## config.mk

```make
export PLATFORM = sky130hd
export DESIGN_NAME = sync_preset_counter
export DESIGN_NICKNAME = d
export VERILOG_FILES = /design/src/rtl/spc_pkg.sv /design/src/rtl/spc_rst_sync.sv /design/src/rtl/spc_ctrl.sv /design/src/rtl/spc_next.sv /design/src/rtl/spc_reg.sv /design/src/rtl/spc_tc.sv /design/src/rtl/sync_preset_counter.sv
export SDC_FILE = /design/constraint.sdc
export NUM_CORES = 1
export LEC_CHECK = 0
export BUFFER_PORTS_ARGS = -buffer_cell sky130_fd_sc_hd__buf_2
export CORE_AREA = 2 2 39 41
export CTS_CLUSTER_DIAMETER = 60
export DETAILED_ROUTE_END_ITERATION = 10
export DIE_AREA = 0 0 41 43
export PLACE_DENSITY = 0.52
export SYNTH_ARGS = -nofsm -noshare
export SYNTH_HDL_FRONTEND = slang
export SYNTH_SLANG_ARGS = --single-unit
```

## constraint.sdc

```tcl
create_clock -name clk -period 1.25 [get_ports clk]
set_input_delay 0.25 -clock clk [delete_from_list [all_inputs] [get_ports clk]]
set_output_delay 0.25 -clock clk [all_outputs]
set_load 0.02 [all_outputs]
```

## src/rtl/spc_pkg.sv

```systemverilog
package spc_pkg;
  // Action selected for the coming rising edge, highest priority last listed.
  typedef enum logic [1:0] {
    ACT_HOLD  = 2'd0,
    ACT_COUNT = 2'd1,
    ACT_LOAD  = 2'd2,
    ACT_CLEAR = 2'd3
  } spc_act_e;
endpackage

```

## src/rtl/spc_rst_sync.sv

```systemverilog
module spc_rst_sync #(
  parameter int STAGES = 2
) (
  input  logic clk,
  input  logic rst_n,
  output logic rst_sync_n
);
  logic [STAGES-1:0] shift_q;

  // asynchronous assertion, release after STAGES rising edges
  always_ff @(posedge clk or negedge rst_n) begin
    if (!rst_n) shift_q <= '0;
    else        shift_q <= {shift_q[STAGES-2:0], 1'b1};
  end

  assign rst_sync_n = shift_q[STAGES-1];
endmodule

```

## src/rtl/spc_ctrl.sv

```systemverilog
module spc_ctrl
  import spc_pkg::*;
(
  input  logic     clr_n,
  input  logic     load_n,
  input  logic     cnt_en_p,
  input  logic     cnt_en_t,
  output spc_act_e act
);
  // Priority: clear, load, count, hold
  always_comb begin
    if (!clr_n)                    act = ACT_CLEAR;
    else if (!load_n)              act = ACT_LOAD;
    else if (cnt_en_p && cnt_en_t) act = ACT_COUNT;
    else                           act = ACT_HOLD;
  end
endmodule

```

## src/rtl/spc_next.sv

```systemverilog
module spc_next
  import spc_pkg::*;
#(
  parameter int WIDTH = 4
) (
  input  spc_act_e         act,
  input  logic [WIDTH-1:0] cur,
  input  logic [WIDTH-1:0] din,
  output logic [WIDTH-1:0] nxt,
  output logic             upd
);
  localparam logic [WIDTH-1:0] ONE = WIDTH'(1);

  always_comb begin
    nxt = cur;
    upd = 1'b1;
    unique case (act)
      ACT_CLEAR: nxt = '0;
      ACT_LOAD:  nxt = din;
      ACT_COUNT: nxt = cur + ONE;   // natural wrap modulo 2**WIDTH
      default:   upd = 1'b0;
    endcase
  end
endmodule

```

## src/rtl/spc_reg.sv

```systemverilog
module spc_reg #(
  parameter int WIDTH = 4
) (
  input  logic             clk,
  input  logic             rst_n,
  input  logic             en,
  input  logic [WIDTH-1:0] d,
  output logic [WIDTH-1:0] q
);
  always_ff @(posedge clk or negedge rst_n) begin
    if (!rst_n)  q <= '0;
    else if (en) q <= d;
  end
endmodule

```

## src/rtl/spc_tc.sv

```systemverilog
module spc_tc #(
  parameter int WIDTH = 4
) (
  input  logic [WIDTH-1:0] cnt,
  input  logic             en_t,
  output logic             tc
);
  // carry out gated only by the trickle enable
  assign tc = en_t & (&cnt);
endmodule

```

## src/rtl/sync_preset_counter.sv

```systemverilog
module sync_preset_counter
  import spc_pkg::*;
#(
  parameter int WIDTH       = 4,
  parameter int SYNC_STAGES = 2
) (
  input  logic             clk,
  input  logic             rst_n,
  input  logic             clr_n,
  input  logic             load_n,
  input  logic             cnt_en_p,
  input  logic             cnt_en_t,
  input  logic [WIDTH-1:0] din,
  output logic [WIDTH-1:0] q,
  output logic             tc
);
  logic             rst_sync_n;
  spc_act_e         act;
  logic [WIDTH-1:0] cnt_q;
  logic [WIDTH-1:0] cnt_d;
  logic             cnt_upd;

  spc_rst_sync #(.STAGES(SYNC_STAGES)) u_rst (
    .clk(clk), .rst_n(rst_n), .rst_sync_n(rst_sync_n)
  );

  spc_ctrl u_ctrl (
    .clr_n(clr_n), .load_n(load_n), .cnt_en_p(cnt_en_p),
    .cnt_en_t(cnt_en_t), .act(act)
  );

  spc_next #(.WIDTH(WIDTH)) u_next (
    .act(act), .cur(cnt_q), .din(din), .nxt(cnt_d), .upd(cnt_upd)
  );

  spc_reg #(.WIDTH(WIDTH)) u_reg (
    .clk(clk), .rst_n(rst_sync_n), .en(cnt_upd), .d(cnt_d), .q(cnt_q)
  );

  spc_tc #(.WIDTH(WIDTH)) u_tc (
    .cnt(cnt_q), .en_t(cnt_en_t), .tc(tc)
  );

  assign q = cnt_q;
endmodule

```

==> results.json <==
{
  "cellPowerDensity_nw_per_um2": 1060,
  "required_ns": 1.00,
  "synth_top_area_frac": 0.538,
  "wl_per_cell_um": 9.86,
  "p_leak_nw": 0.223,
  "drt_iter0_drc": 0,
  "crit_path_start_kind": "register",
  "status": "complete, but fails checks",
  "hold_violations": 0,
  "totalWireLength_um": 641,
  "fin_ws_ns": -0.0719,
  "ys_async_sr_fraction": 1.00,
  "rsz0062_at_grt": "yes",
  "reg2reg_depth": 4,
  "yosysMostFrequentCell": "dfrtp_1",
  "min_period_ns": 1.32,
  "hpwlAfterDp_um": 478,
  "grt_pass1_vias": 276,
  "clock-sinks": 6,
  "nets": 62,
  "power_w": 0.000483,
  "clock-root-buffer": "clkbuf_4",
  "fin_skew_ns": 0.00191,
  "reg2reg_slack_ns": 0.10,
  "ys_ff_latch": 6,
  "grt_use_total": 0.0892,
  "whs_ns": 0.0540,
  "rows": 14,
  "cts_made_buffers": 3,
  "met3_usage": 0.0471,
  "synth_nets": 38,
  "drt-pass1-iter-count": 1,
  "ant_nets": 0,
  "cp-end-kind": "output port",
  "yosysWarnings": 0,
  "die_w_um": 41,
  "grt_use_met1": 0.0864,
  "die-area_sq_um": 1760,
  "via_count": 287,
  "synthTopCellsByArea": "dfrtp_1 (54%), xor2_1 (6.3%), nand3_1 (5.4%), o21ai_0 (5.4%), ha_1 (4.5%)",
  "ir_worst_vdd_mv": 0.552,
  "regToRegStartpoint": "u_reg.q[0]",
  "hold_path.class": "reg -> async",
  "syn2layout_area_growth_pct": 62.8,
  "synth_area_leader_cell": "dfrtp_1",
  "crit_fanout": 2,
  "ys_seq_area_frac": 0.538,
  "maxCapViolCount": 0,
  "fp.dieH_um": 43,
  "criticalPathCategory": "reg -> out",
  "synth_area_per_cell_sq_um": 10.3,
  "diodes": 0,
  "grt_first_pass_wirelength_um": 1010,
  "synth_edf_count": 0,
  "grt_max_degree": 9,
  "io_buffers": 14,
  "initial_core_util": 0.202,
  "cp.arrival_ns": 1.07,
  "io_pins": 15,
  "clock_path_buffers": 2,
  "syn_inst": 27,
  "setup_violations": 2,
  "max_freq_mhz": 757,
  "via_per_inst": 4.42,
  "syn-cell-area_sq_um": 279,
  "clk_pin_slew_worst_paths_ns": 0.04,
  "ys_top_cells_by_count": "dfrtp_1 (6), nand3_1 (3), o21ai_0 (3)",
  "htreeDepth": 1,
  "synthFlopType": "dfrtp_1",
  "clk_latency_ns": 0.24,
  "routabilityCongestion": 0.618,
  "core_sq_um": 1380,
  "post-route-period-util": 1.06,
  "use_met2": 0.147,
  "synth_cell_types": 16,
  "cts_tree": "done",
  "violations": "negative setup slack",
  "drc": 0,
  "drv_slew": 0,
  "final_layout_size_suffix_gt1_frac": 0.510,
  "antenna_found_initial": 0,
  "grt.busiest_layer": "met2",
  "regToRegEndpoint": "u_reg.q[0]",
  "grt_overflow": 0
}
## per-layer routing
| metal | vias to the layer above | routed length (um) |
|---|---|---|
| li1 | 144 | - |
| met1 | 134 | 265 |
| met2 | 9 | 332 |
| met3 | 0 | 43 |
| met4 | 0 | 0 |
| met5 | - | 0 |
## critical path, cell delays in order, from the launching register on
cell	delay [ns]
dfrtp_1	0.35
ha_2	0.18
and4_4	0.20
buf_6	0.11
## placed cells by master, fill, tap and decap left out
| cell type | count |
|---|---|
| a211oi_1 | 1 |
| a21oi_1 | 1 |
| a311oi_2 | 1 |
| a31oi_1 | 1 |
| and4_4 | 1 |
| buf_2 | 12 |
| buf_4 | 4 |
| buf_6 | 2 |
| clkbuf_4 | 3 |
| conb_1 | 1 |
| dfrtp_1 | 6 |
| dlygate4sd3_1 | 1 |
| ha_2 | 1 |
| inv_1 | 1 |
| nand2_1 | 1 |
| nand2_2 | 1 |
| nand3_1 | 3 |
| nor2_1 | 2 |
| o21ai_0 | 3 |
| or3_1 | 1 |
| xor2_1 | 2 |
## through the flow
step	TNS (ns)	instances	setup slack, ns	cell area [sq um]	util
6_report	-0.0733	65	-0.0719	454	0.328
5_1_grt	-0.176	65	-0.130	454	0.328
3_3_place_gp	0	58	0.102	377	0.272
2_1_floorplan	0	27	0.0573	279	-
3_5_place_dp	0	58	0.0922	377	0.272
4_1_cts	-0.0981	64	-0.0868	440	0.318
## sequential cells by signal, summed over array words and instances (netlist names)
register,count
u_reg.q,4
u_rst.shift_q,2
## layout make-up
type	instances	area, sq um
clock buffer	3	22.5
fill	153	930
inverter	1	3.75
multi-input combinational	20	135
sequential	6	150
tap	16	20.0
timing repair buffer	19	123
## how the worst max path moves through the flow
stage	from	end	slack, ns	cells after the start
floorplan	u_reg.q[0]	tc	0.06	2
global placement	u_reg.q[0]	tc	0.10	3
detailed placement	u_reg.q[1]	tc	0.09	3
CTS	u_reg.q[1]	tc	-0.09	3
global route	u_reg.q[1]	tc	-0.13	3
finish	u_reg.q[1]	tc	-0.07	3
## where the power goes
group	total [W]	leakage [nW]	internal [W]	switching, W
logic	0.0000936	0.134	0.0000461	0.0000475
clock network	0.000171	0.0138	0.000108	0.0000630
registers	0.000218	0.0751	0.000208	0.0000101
total	0.000483	0.223	0.000362	0.000121
## kinds of logic after synthesis
logic type / share of synthesized area
buf+inv: 0.0134
fa+ha+maj: 0.0448
compound gates: 0.152
simple gates: 0.175
other cells: 0.0134
xor+xnor: 0.0628
flops: 0.538
## repair_timing
| action | CTS | global route |
|---|---|---|
| gates resized for setup | 6 | 1 |
| endpoints found under the setup margin | 1 | 3 |
| pin swaps | 1 | 1 |
| hold endpoints to repair | 2 | 0 |
| hold buffers | 1 | 0 |
| setup buffers | 2 | 1 |
Note: power is estimated with default switching activity, not from simulation.
